## src/rtl/i2c_seq_pkg.sv

```systemverilog
package i2c_seq_pkg;
   localparam int CMD_W   = 11;
   localparam int TAR_W   = 13;
   localparam int CAUSE_W = 17;

   typedef enum logic [2:0] {
      OP_NONE    = 3'd0,
      OP_START   = 3'd1,
      OP_RESTART = 3'd2,
      OP_STOP    = 3'd3,
      OP_WRITE   = 3'd4,
      OP_READ    = 3'd5
   } phy_op_e;

   typedef enum logic [1:0] {
      SEL_FIRST,
      SEL_LOW,
      SEL_HDR_RD,
      SEL_SBYTE
   } addr_sel_e;

   // abort cause bit positions
   localparam int CB_A7_NACK   = 0;
   localparam int CB_A10_NACK1 = 1;
   localparam int CB_A10_NACK2 = 2;
   localparam int CB_DATA_NACK = 3;
   localparam int CB_GC_READ   = 4;
   localparam int CB_GC_NACK   = 5;
   localparam int CB_SB_ACKED  = 7;
   localparam int CB_NORS_DIR  = 8;
   localparam int CB_NORS_SB   = 9;
   localparam int CB_NORS_10RD = 10;
   localparam int CB_ARB_LOST  = 12;
   localparam int CB_USER      = 16;
endpackage

```

## src/rtl/i2c_seq_fifo.sv

```systemverilog
module i2c_seq_fifo #(
   parameter int WIDTH = 8,
   parameter int DEPTH = 16
) (
   input  logic             clk,
   input  logic             rst_n,
   input  logic             flush,
   input  logic             push,
   input  logic [WIDTH-1:0] wdata,
   input  logic             pop,
   output logic [WIDTH-1:0] rdata,
   output logic             empty,
   output logic             full
);
   localparam int AW = $clog2(DEPTH);

   generate
      if (DEPTH < 2 || (DEPTH & (DEPTH - 1)) != 0) begin : g_bad_depth
         $error("i2c_seq_fifo: DEPTH must be a power of two of at least 2");
      end
   endgenerate

   logic [WIDTH-1:0] mem [DEPTH];
   logic [AW-1:0]    wp, rp;
   logic [AW:0]      cnt;
   logic             do_push, do_pop;

   assign do_push = push && !full && !flush;
   assign do_pop  = pop && !empty && !flush;
   assign empty   = (cnt == '0);
   assign full    = (cnt == (AW+1)'(DEPTH));
   assign rdata   = mem[rp];

   always_ff @(posedge clk or negedge rst_n) begin
      if (!rst_n) begin
         wp  <= '0;
         rp  <= '0;
         cnt <= '0;
      end else if (flush) begin
         wp  <= '0;
         rp  <= '0;
         cnt <= '0;
      end else begin
         if (do_push) wp <= wp + 1'b1;
         if (do_pop)  rp <= rp + 1'b1;
         if (do_push && !do_pop)      cnt <= cnt + 1'b1;
         else if (do_pop && !do_push) cnt <= cnt - 1'b1;
      end
   end

   always_ff @(posedge clk) begin
      if (do_push) mem[wp] <= wdata;
   end
endmodule

```

## src/rtl/i2c_seq_addr_gen.sv

```systemverilog
module i2c_seq_addr_gen
   import i2c_seq_pkg::*;
(
   input  logic [TAR_W-1:0] tar,
   input  logic             dir,
   input  addr_sel_e        sel,
   output logic [7:0]       abyte
);
   logic gc_mode, ten_bit;

   assign gc_mode = tar[11] && !tar[10];
   assign ten_bit = tar[12];

   always_comb begin
      case (sel)
         SEL_LOW:    abyte = tar[7:0];
         SEL_HDR_RD: abyte = {5'b11110, tar[9:8], 1'b1};
         SEL_SBYTE:  abyte = 8'h01;
         default: begin
            if (gc_mode)      abyte = 8'h00;
            else if (ten_bit) abyte = {5'b11110, tar[9:8], 1'b0};
            else              abyte = {tar[6:0], dir};
         end
      endcase
   end
endmodule

```

## src/rtl/i2c_cmd_seq.sv

```systemverilog
module i2c_cmd_seq
   import i2c_seq_pkg::*;
#(
   parameter int              CMD_DEPTH = 16,
   parameter int              RX_DEPTH  = 16,
   parameter logic [12:0]     TAR_RESET = 13'h055
) (
   input  logic               clk,
   input  logic               rst_n,
   input  logic               enable,
   input  logic               restart_en,
   input  logic               tar_wr,
   input  logic [12:0]        tar_wdata,
   output logic [12:0]        tar_q,
   input  logic               cmd_push,
   input  logic [10:0]        cmd_word,
   output logic               cmd_empty,
   output logic               cmd_full,
   input  logic               rx_pop,
   output logic [7:0]         rx_data,
   output logic               rx_empty,
   input  logic               abort_req,
   output logic               abort_busy,
   input  logic               abrt_clr,
   output logic [16:0]        abrt_cause,
   output logic               bus_held,
   output logic               phy_req,
   output logic [2:0]         phy_op,
   output logic [7:0]         phy_wdata,
   output logic               phy_rd_nack,
   input  logic               phy_ack,
   input  logic               phy_nack,
   input  logic               phy_arb_lost,
   input  logic [7:0]         phy_rdata
);
   typedef enum logic [3:0] {
      S_IDLE, S_START, S_SBYTE, S_SBRS, S_ADDR1, S_ADDR2,
      S_RS10, S_ADDR3, S_DATA, S_STOP
   } seq_state_e;

   generate
      if (CMD_DEPTH > 256 || RX_DEPTH > 256) begin : g_bad_depth
         $error("i2c_cmd_seq: queue depth above 256 not supported");
      end
   endgenerate

   seq_state_e             state;
   logic [9:0]             cur;
   logic                   fresh, held, prev_dir, abort_pend;
   logic [CAUSE_W-1:0]     cause;
   logic [TAR_W-1:0]       tar;
   logic [CMD_W-1:0]       head;
   logic                   cmd_pop, rx_push, rx_full, flush;
   logic                   cur_rd, cur_stop, gc_mode, sb_mode, ten_bit;
   logic                   h_rd, dir_chg;
   addr_sel_e              sel;
   logic [7:0]             abyte;
   phy_op_e                op;

   assign cur_rd   = cur[8];
   assign cur_stop = cur[9];
   assign gc_mode  = tar[11] && !tar[10];
   assign sb_mode  = tar[11] && tar[10];
   assign ten_bit  = tar[12];
   assign flush    = (cause != '0);
   assign h_rd     = head[8];
   assign dir_chg  = held && ((h_rd != prev_dir) || head[10]);
   assign cmd_pop  = (state == S_IDLE) && !abort_pend && enable && !cmd_empty && !flush;
   assign rx_push  = (state == S_DATA) && phy_ack && cur_rd && !phy_arb_lost;

   i2c_seq_fifo #(.WIDTH(CMD_W), .DEPTH(CMD_DEPTH)) u_cmd_q (
      .clk(clk), .rst_n(rst_n), .flush(flush), .push(cmd_push), .wdata(cmd_word),
      .pop(cmd_pop), .rdata(head), .empty(cmd_empty), .full(cmd_full));

   i2c_seq_fifo #(.WIDTH(8), .DEPTH(RX_DEPTH)) u_rx_q (
      .clk(clk), .rst_n(rst_n), .flush(1'b0), .push(rx_push), .wdata(phy_rdata),
      .pop(rx_pop), .rdata(rx_data), .empty(rx_empty), .full(rx_full));

   always_comb begin
      case (state)
         S_SBYTE: sel = SEL_SBYTE;
         S_ADDR2: sel = SEL_LOW;
         S_ADDR3: sel = SEL_HDR_RD;
         default: sel = SEL_FIRST;
      endcase
   end

   i2c_seq_addr_gen u_addr (.tar(tar), .dir(cur_rd), .sel(sel), .abyte(abyte));

   always_comb begin
      case (state)
         S_START:         op = fresh ? OP_START : OP_RESTART;
         S_SBRS, S_RS10:  op = OP_RESTART;
         S_STOP:          op = OP_STOP;
         S_DATA:          op = cur_rd ? OP_READ : OP_WRITE;
         S_IDLE:          op = OP_NONE;
         default:         op = OP_WRITE;
      endcase
   end

   assign phy_op      = op;
   assign phy_req     = (state != S_IDLE) && !((state == S_DATA) && cur_rd && rx_full);
   assign phy_wdata   = (state == S_DATA) ? cur[7:0] : abyte;
   assign phy_rd_nack = (state == S_DATA) && cur_rd && cur_stop;
   assign tar_q       = tar;
   assign abrt_cause  = cause;
   assign abort_busy  = abort_pend;
   assign bus_held    = held;

   always_ff @(posedge clk or negedge rst_n) begin
      if (!rst_n) tar <= TAR_RESET;
      else if (tar_wr && !enable) tar <= tar_wdata;
   end

   always_ff @(posedge clk or negedge rst_n) begin
      if (!rst_n) begin
         state      <= S_IDLE;
         cur        <= '0;
         fresh      <= 1'b0;
         held       <= 1'b0;
         prev_dir   <= 1'b0;
         abort_pend <= 1'b0;
         cause      <= '0;
      end else begin
         if (abrt_clr) cause <= '0;
         if (abort_req && enable) abort_pend <= 1'b1;
         case (state)
            S_IDLE: begin
               if (abort_pend) begin
                  cause[CB_USER] <= 1'b1;
                  if (held) state <= S_STOP;
                  else      abort_pend <= 1'b0;
               end else if (cmd_pop) begin
                  cur <= head[9:0];
                  if (gc_mode && h_rd) begin
                     cause[CB_GC_READ] <= 1'b1;
                     if (held) state <= S_STOP;
                  end else if (!held && sb_mode && !restart_en) begin
                     cause[CB_NORS_SB] <= 1'b1;
                  end else if (!held && ten_bit && h_rd && !restart_en) begin
                     cause[CB_NORS_10RD] <= 1'b1;
                  end else if (dir_chg && !restart_en) begin
                     cause[CB_NORS_DIR] <= 1'b1;
                     state <= S_STOP;
                  end else if (!held || dir_chg) begin
                     fresh <= !held;
                     state <= S_START;
                  end else begin
                     state <= S_DATA;
                  end
               end
            end
            default: begin
               if (phy_ack) begin
                  if (phy_arb_lost) begin
                     cause[CB_ARB_LOST] <= 1'b1;
                     held  <= 1'b0;
                     state <= S_IDLE;
                  end else begin
                     case (state)
                        S_START: begin
                           held  <= 1'b1;
                           state <= (fresh && sb_mode) ? S_SBYTE : S_ADDR1;
                        end
                        S_SBYTE: begin
                           if (!phy_nack) begin
                              cause[CB_SB_ACKED] <= 1'b1;
                              state <= S_STOP;
                           end else state <= S_SBRS;
                        end
                        S_SBRS: state <= S_ADDR1;
                        S_ADDR1: begin
                           if (phy_nack) begin
                              if (gc_mode)      cause[CB_GC_NACK]   <= 1'b1;
                              else if (ten_bit) cause[CB_A10_NACK1] <= 1'b1;
                              else              cause[CB_A7_NACK]   <= 1'b1;
                              state <= S_STOP;
                           end else state <= (ten_bit && !gc_mode) ? S_ADDR2 : S_DATA;
                        end
                        S_ADDR2: begin
                           if (phy_nack) begin
                              cause[CB_A10_NACK2] <= 1'b1;
                              state <= S_STOP;
                           end else state <= cur_rd ? S_RS10 : S_DATA;
                        end
                        S_RS10: state <= S_ADDR3;
                        S_ADDR3: begin
                           if (phy_nack) begin
                              cause[CB_A10_NACK1] <= 1'b1;
                              state <= S_STOP;
                           end else state <= S_DATA;
                        end
                        S_DATA: begin
                           prev_dir <= cur_rd;
                           if (!cur_rd && phy_nack) begin
                              cause[CB_DATA_NACK] <= 1'b1;
                              state <= S_STOP;
                           end else state <= cur_stop ? S_STOP : S_IDLE;
                        end
                        default: begin
                           held       <= 1'b0;
                           abort_pend <= 1'b0;
                           state      <= S_IDLE;
                        end
                     endcase
                  end
               end
            end
         endcase
      end
   end
endmodule

```

## config.mk

```make
export PLATFORM = sky130hd
export DESIGN_NAME = i2c_cmd_seq
export DESIGN_NICKNAME = d
export VERILOG_FILES = /design/src/rtl/i2c_seq_pkg.sv /design/src/rtl/i2c_seq_fifo.sv /design/src/rtl/i2c_seq_addr_gen.sv /design/src/rtl/i2c_cmd_seq.sv
export SDC_FILE = /design/constraint.sdc
export NUM_CORES = 1
export LEC_CHECK = 0
export BUFFER_PORTS_ARGS = -buffer_cell sky130_fd_sc_hd__buf_4
export CAP_MARGIN = 10
export CORE_MARGIN = 5
export CORE_UTILIZATION = 58
export DETAILED_ROUTE_END_ITERATION = 8
export PLACE_DENSITY = 0.8
export SLEW_MARGIN = 40
export SYNTH_ARGS = -nofsm -noshare
export SYNTH_HDL_FRONTEND = slang
export SYNTH_SLANG_ARGS = --single-unit
export TNS_END_PERCENT = 10
```

## constraint.sdc

```tcl
create_clock -name clk -period 4.1 [get_ports clk]
set_input_delay 0.615 -clock clk [delete_from_list [all_inputs] [get_ports clk]]
set_output_delay 0.615 -clock clk [all_outputs]
set_load 0.02 [all_outputs]
```

[Word-level counts from Yosys, hierarchy flattened]
Memories as Yosys holds them, arrays and structs flattened.
Index checks and enable logic that the tools add are counted.
Word-level totals
  logic and storage cells: 220
  bits of input ports: 44
  memories kept: 2
  output and inout port bits: 56
  memory bits (writable): 304
  bits in registers: 69
Memories
  u_cmd_q.mem: depth 16, bits a word 11, rd ports 1, clocked after memory_dff 0, write ports 1, line i2c_seq_fifo.sv:23  | logic [WIDTH-1:0] mem [DEPTH];
  u_rx_q.mem: depth 16, bits a word 8, rd ports 1, clocked after memory_dff 0, write ports 1, line i2c_seq_fifo.sv:23
Cells by class
  eq/ne operators: 19
  bitwise gates (word level): 7
  reductions and logical operators: 74
  add/sub/neg operators: 8
  multiplexer cells: 96
Operators by type and width (count)
  2-to-1 mux 4 bit: 25
  2-to-1 mux 1 bit: 48
  logical AND 1 bit: 36
  one-hot mux 4 bit (8 select lines): 1
  2-to-1 mux 5 bit: 5
  2-to-1 mux 8 bit: 3
  one-hot mux 8 bit (3 select lines): 1
  zero test 1 bit: 18
  2-to-1 mux 17 bit: 1
  nonzero test 17 bit: 1
  adder 4 x 1 -> 4 bit, second input constant: 4
  == test 4 x 3 -> 1 bit, second input constant: 4
  2-to-1 mux 3 bit: 5
  one-hot mux 3 bit (5 select lines): 1
  adder 5 x 1 -> 5 bit, second input constant: 2
  == test 5 bit, second input constant: 2
  zero test 5 bit: 2
  subtractor 5 x 1 -> 5 bit, second input constant: 2
  == test 4 x 2 -> 1 bit, second input constant: 2
  == test 4 bit, second input constant: 2
  inequality test 4 bit, second input constant: 2
  AND reduction 4 bit: 2
  AND reduction 8 bit: 1
  nonzero test 2 bit: 4
  18 further kinds: 30

[Logic depth before layout (Yosys ltp)]
An unclocked memory read counts as a cell.
  depth after elaboration: 13
  gate-level depth with buffers: 13

[Hierarchy]
From an unflattened synthesis, not the netlist that was laid out.
Second synthesis, totals
  cell total of the unflattened synthesis: 1101
  area, all modules: 16315.6 um^2
By module, submodules not included
  i2c_seq_fifo (u_cmd_q): cells each 444, area an instance 7768.7 um^2, instances 1, sequential area each 5610.4 um^2
  i2c_seq_fifo (u_rx_q): cells each 358, area an instance 5933.2 um^2, instances 1, sequential area each 4169.0 um^2
  i2c_cmd_seq: cells each 270, area an instance 2389.8 um^2, instances 1, sequential area each 1081.0 um^2
  i2c_seq_addr_gen: cells each 29, area an instance 224.0 um^2, instances 1, sequential area each 0.0 um^2

[Worst setup path before layout]
OpenSTA, ideal clock, no wires.
  kind: register to output
  start: register u_rx_q.rp[0]
  end: output port rx_data[0]
  stages on the path, launching flop included: 5
  slack: 1.193 ns
  arrival: 2.292 ns
  cells stage by stage: dfrtp_1 clkbuf_1 buf_1 mux4_2 mux4_2
Between the ends
  word-level cells in the longest chain between the ends: 1
Ends and longest elaborated chain
  start: declaration: line i2c_seq_fifo.sv:24  | logic [AW-1:0] wp, rp;
  start signal: assignment: line i2c_seq_fifo.sv:45  | if (do_pop) rp <= rp + 1'b1;
  memory (16 x 8 bit)
  end: declaration: line i2c_cmd_seq.sv:20  | output logic [7:0] rx_data,
No other way between the ends.

[Worst setup path after layout]
  start: register u_rx_q.rp[0]
  end: output port rx_data[3]
Same word-level chain as after synthesis.

==> reports/metrics.yaml <==
layout:
  antenna_diode_count: 0
  finalNonFillerCells: 1418
  drive_gt1_share_pct: 28.9
  fillerInstances: 1742
  final_nets: 1111
  register_area_um2: 10900
  area_growth_pct: 15.4
  multi_input_area_um2: 4560
timing:
  fmax_mhz: 285
  final.period_utilization_pct: 85.5
  rsz0062_at_grt: "no"
  timing.clock.skew_ns: 0.0164
  maxSlewHeadroom_pct: 40.2
  timing_max_transition_violations_final: 0
  setup-violations-final: 0
  period_needed_ns: 3.50
  timing.setup.tns_ns: 0
  worst_pin_slew_ns: 0.898
  report.final.hold_viol_count: 0
global_routing:
  grt_max_degree: 70
  number_of_antenna_violations_at_the_first_check_in_global_routing: 0
  grt_usage_pct: 22.8
  grt_first_pass_wirelength_mm: 53.5
  vias_in_the_first_global_route: 8966
  globalRouteOverflowTotal: 0
synth:
  mappedNetlistArea_um2: 15800
  seq_area_frac_synth_pct: 68.9
  post_synth_top_area_cell: "sky130_fd_sc_hd__edfxtp_1"
  synthTopCellsByCount: "sky130_fd_sc_hd__edfxtp_1 (304), sky130_fd_sc_hd__mux4_2 (93), sky130_fd_sc_hd__nand2_1 (68)"
  synth-edff-count: 304
  synth-warning-count: 0
  async_flop_share_pct: 18.5
  netlist_instances: 931
  synth.top_cell.area_share_pct: 57.9
  syn_area_per_cell_um2: 16.9
  yosys_register_bits: 373
  yosys-top-cells-area: "sky130_fd_sc_hd__edfxtp_1 (58%), sky130_fd_sc_hd__mux4_2 (13%), sky130_fd_sc_hd__dfrtp_1 (10%), sky130_fd_sc_hd__nand2_1 (1.6%), sky130_fd_sc_hd__ha_1 (1.4%)"
  yosys.cell_count.top_type: "sky130_fd_sc_hd__edfxtp_1"
  post_synth_num_cell_types: 69
  synth-main-ff-cell: "sky130_fd_sc_hd__edfxtp_1"
floorplan:
  fp.dieW_um: 175
  dieHeight_um: 175
  ios: 100
  initial_utilization_pct: 58.7
  placementRows: 60
  core_region_area_um2: 26900
  die_area_um2: 30600
detailed_routing:
  via_per_inst: 6.28
  via_count: 8904
  drt_pass1_iterations: 5
  detailedRoute.firstIterationViolations: 1003
  routed_wire_length_per_instance_um: 24.3
  wirelength_mm: 34.5
  antenna_violating_nets_left: 0
  drcViolationCount: 0
power:
  p_leak_nw: 6.36
  ir_drop_mv: 0.381
  power_per_cell_area_nw_per_um2: 612
  report.power.total_mw: 11.1
clock_network:
  cts_hold_buf: 0
  cts_root_buf: "sky130_fd_sc_hd__clkbuf_16"
  cts-htree-levels: 2
  clkLatencyLatePin_ns: 0.54
  post_cts.repair.setup_buffers: 0
  cts_buffer_depth: 3
  cts_inserted_buffers: 38
  clk_pin_slew_worst_paths_ns: 0.06
  clock_sink_count: 373
  cts_repair_resize_count: 0
  cts_tree: "built"
place:
  gp_congestion: 0.867
  detailedPlacementHpwl_mm: 21.6
  io_buffers: 94
  placedCellCount: 1348
setup_path:
  data_arrival_at_the_endpoint_of_the_critical_path_ns: 2.89
  critPathCaptureType: "primary output"
  critPathKind: "register to primary output"
  timing.critical_path.required_ns: 3.48
  cp_max_fo: 18
  crit_path_start: "u_rx_q.rp[0]$_DFFE_PN0P_"
  timing.critical_path.from_type: "register"
  critical_path.reg2reg.startpoint: "state[1]$_DFFE_PN0P_"
run_status:
  outcome: "finished, final reports clean"
hold_path:
  min_path_type: "input port to asynchronous set/reset pin"
job:
  maximum_capacitance_violations: 0
==> worst max-delay path: stages, from the launching register on <==
cell	delay, ns
sky130_fd_sc_hd__dfrtp_2	0.73
sky130_fd_sc_hd__buf_4	0.35
sky130_fd_sc_hd__mux4_2	0.55
sky130_fd_sc_hd__mux4_2	0.53
sky130_fd_sc_hd__buf_4	0.18
==> power by group <==
group / switching (mW) / internal (mW)
logic: 1.56 / 1.42
registers: 0.382 / 4.37
clock network: 1.41 / 1.98
total: 3.36 / 7.77
==> cells by family after synthesis <==
kind of cell / count (synthesis) / share of synthesized area (%)
AO/OA/AOI/OAI: 103 / 4.60
XOR/XNOR: 24 / 1.38
adder cells (fa/ha/maj): 20 / 1.68
buffers and inverters: 92 / 2.40
flip-flops: 373 / 68.9
multiplexers: 114 / 14.8
other: 1 / 0.0238
AND/OR/NAND/NOR: 204 / 6.20
==> final cells by class <==
type / count / area share (%)
clock buffers: 47 / 5.41
clock inverters: 23 / 1.38
inverters: 39 / 0.805
multi-input cells: 470 / 25.1
flip-flops and latches: 373 / 59.7
well taps: 341 / 2.35
repair buffers: 125 / 5.25
==> metrics by stage <==
stage / hold slack, ns / instance area, µm² / utilization, % / worst slack [ns]
CTS: 0.0980 / 18200 / 67.7 / 0.536
global route: 0.124 / 18200 / 67.7 / 0.441
floorplan: 0.319 / 15800 / - / 1.19
global placement: 0.460 / 16900 / 63.1 / 1.02
finish: 0.0718 / 18200 / 67.7 / 0.596
detailed placement: 0.464 / 17000 / 63.1 / 0.883
==> flip-flops by register name, indices dropped and copies added (netlist names), 5 cells and up <==
register	flops
tar_q	13
u_rx_q.cnt	5
u_cmd_q.cnt	5
u_cmd_q.mem	176
cur	10
u_rx_q.mem	128
abrt_cause	12
==> worst paths after layout <==
| path | endpoint | slack (ns) | cells past startpoint |
|---|---|---|---|
| min in group clk | tar_q[3]$_DFFE_PN0P_ | 0.32 | 2 |
| worst max register to register | u_rx_q.cnt[4]$_DFFE_PN0P_ | 0.80 | 13 |
| worst max-delay path | rx_data[3] | 0.60 | 4 |
| worst min-delay path | u_rx_q.rp[2]$_DFFE_PN0P_ | 0.07 | 1 |
| worst min register to register | cur[2]$_DFFE_PN0P_ | 0.48 | 2 |
| max in group asynchronous | u_cmd_q.rp[1]$_DFFE_PN0P_ | 3.51 | 1 |
==> cells in the final DEF (no fill, tap or decap), types with 5 or more instances in the layout <==
cell / n
sky130_fd_sc_hd__edfxtp_1: 304
sky130_fd_sc_hd__buf_4: 123
sky130_fd_sc_hd__mux4_2: 93
sky130_fd_sc_hd__nand2_1: 68
sky130_fd_sc_hd__dfrtp_1: 62
sky130_fd_sc_hd__nor2_1: 49
sky130_fd_sc_hd__inv_1: 39
sky130_fd_sc_hd__clkbuf_16: 38
sky130_fd_sc_hd__o21ai_0: 27
sky130_fd_sc_hd__a21oi_1: 22
sky130_fd_sc_hd__and2_1: 18
sky130_fd_sc_hd__ha_1: 18
sky130_fd_sc_hd__xnor2_1: 16
sky130_fd_sc_hd__nor3_1: 15
sky130_fd_sc_hd__mux2_2: 14
sky130_fd_sc_hd__nand3_1: 12
sky130_fd_sc_hd__clkinv_1: 10
sky130_fd_sc_hd__clkbuf_1: 9
sky130_fd_sc_hd__nor2b_1: 8
sky130_fd_sc_hd__o32ai_1: 7
sky130_fd_sc_hd__xor2_1: 7
sky130_fd_sc_hd__nand2b_1: 6
sky130_fd_sc_hd__o22ai_1: 6
sky130_fd_sc_hd__a21o_1: 6
sky130_fd_sc_hd__nor4_1: 5
sky130_fd_sc_hd__a31oi_1: 5
sky130_fd_sc_hd__conb_1: 5
==> routing by layer <==
| metal | vias to the layer above | wire [µm] | global-route usage (%) | share of wire, % |
|---|---|---|---|---|
| met4 | 0 | 702 | 5.66 | 2.0 |
| met5 | - | 0 | 0 | 0 |
| met3 | 60 | 2410 | 3.59 | 7.0 |
| met1 | 4572 | 14100 | 32.5 | 41 |
| li1 | 3861 | - | - | - |
| met2 | 411 | 17200 | 37.9 | 50 |
(Power assumes the default switching activity.)
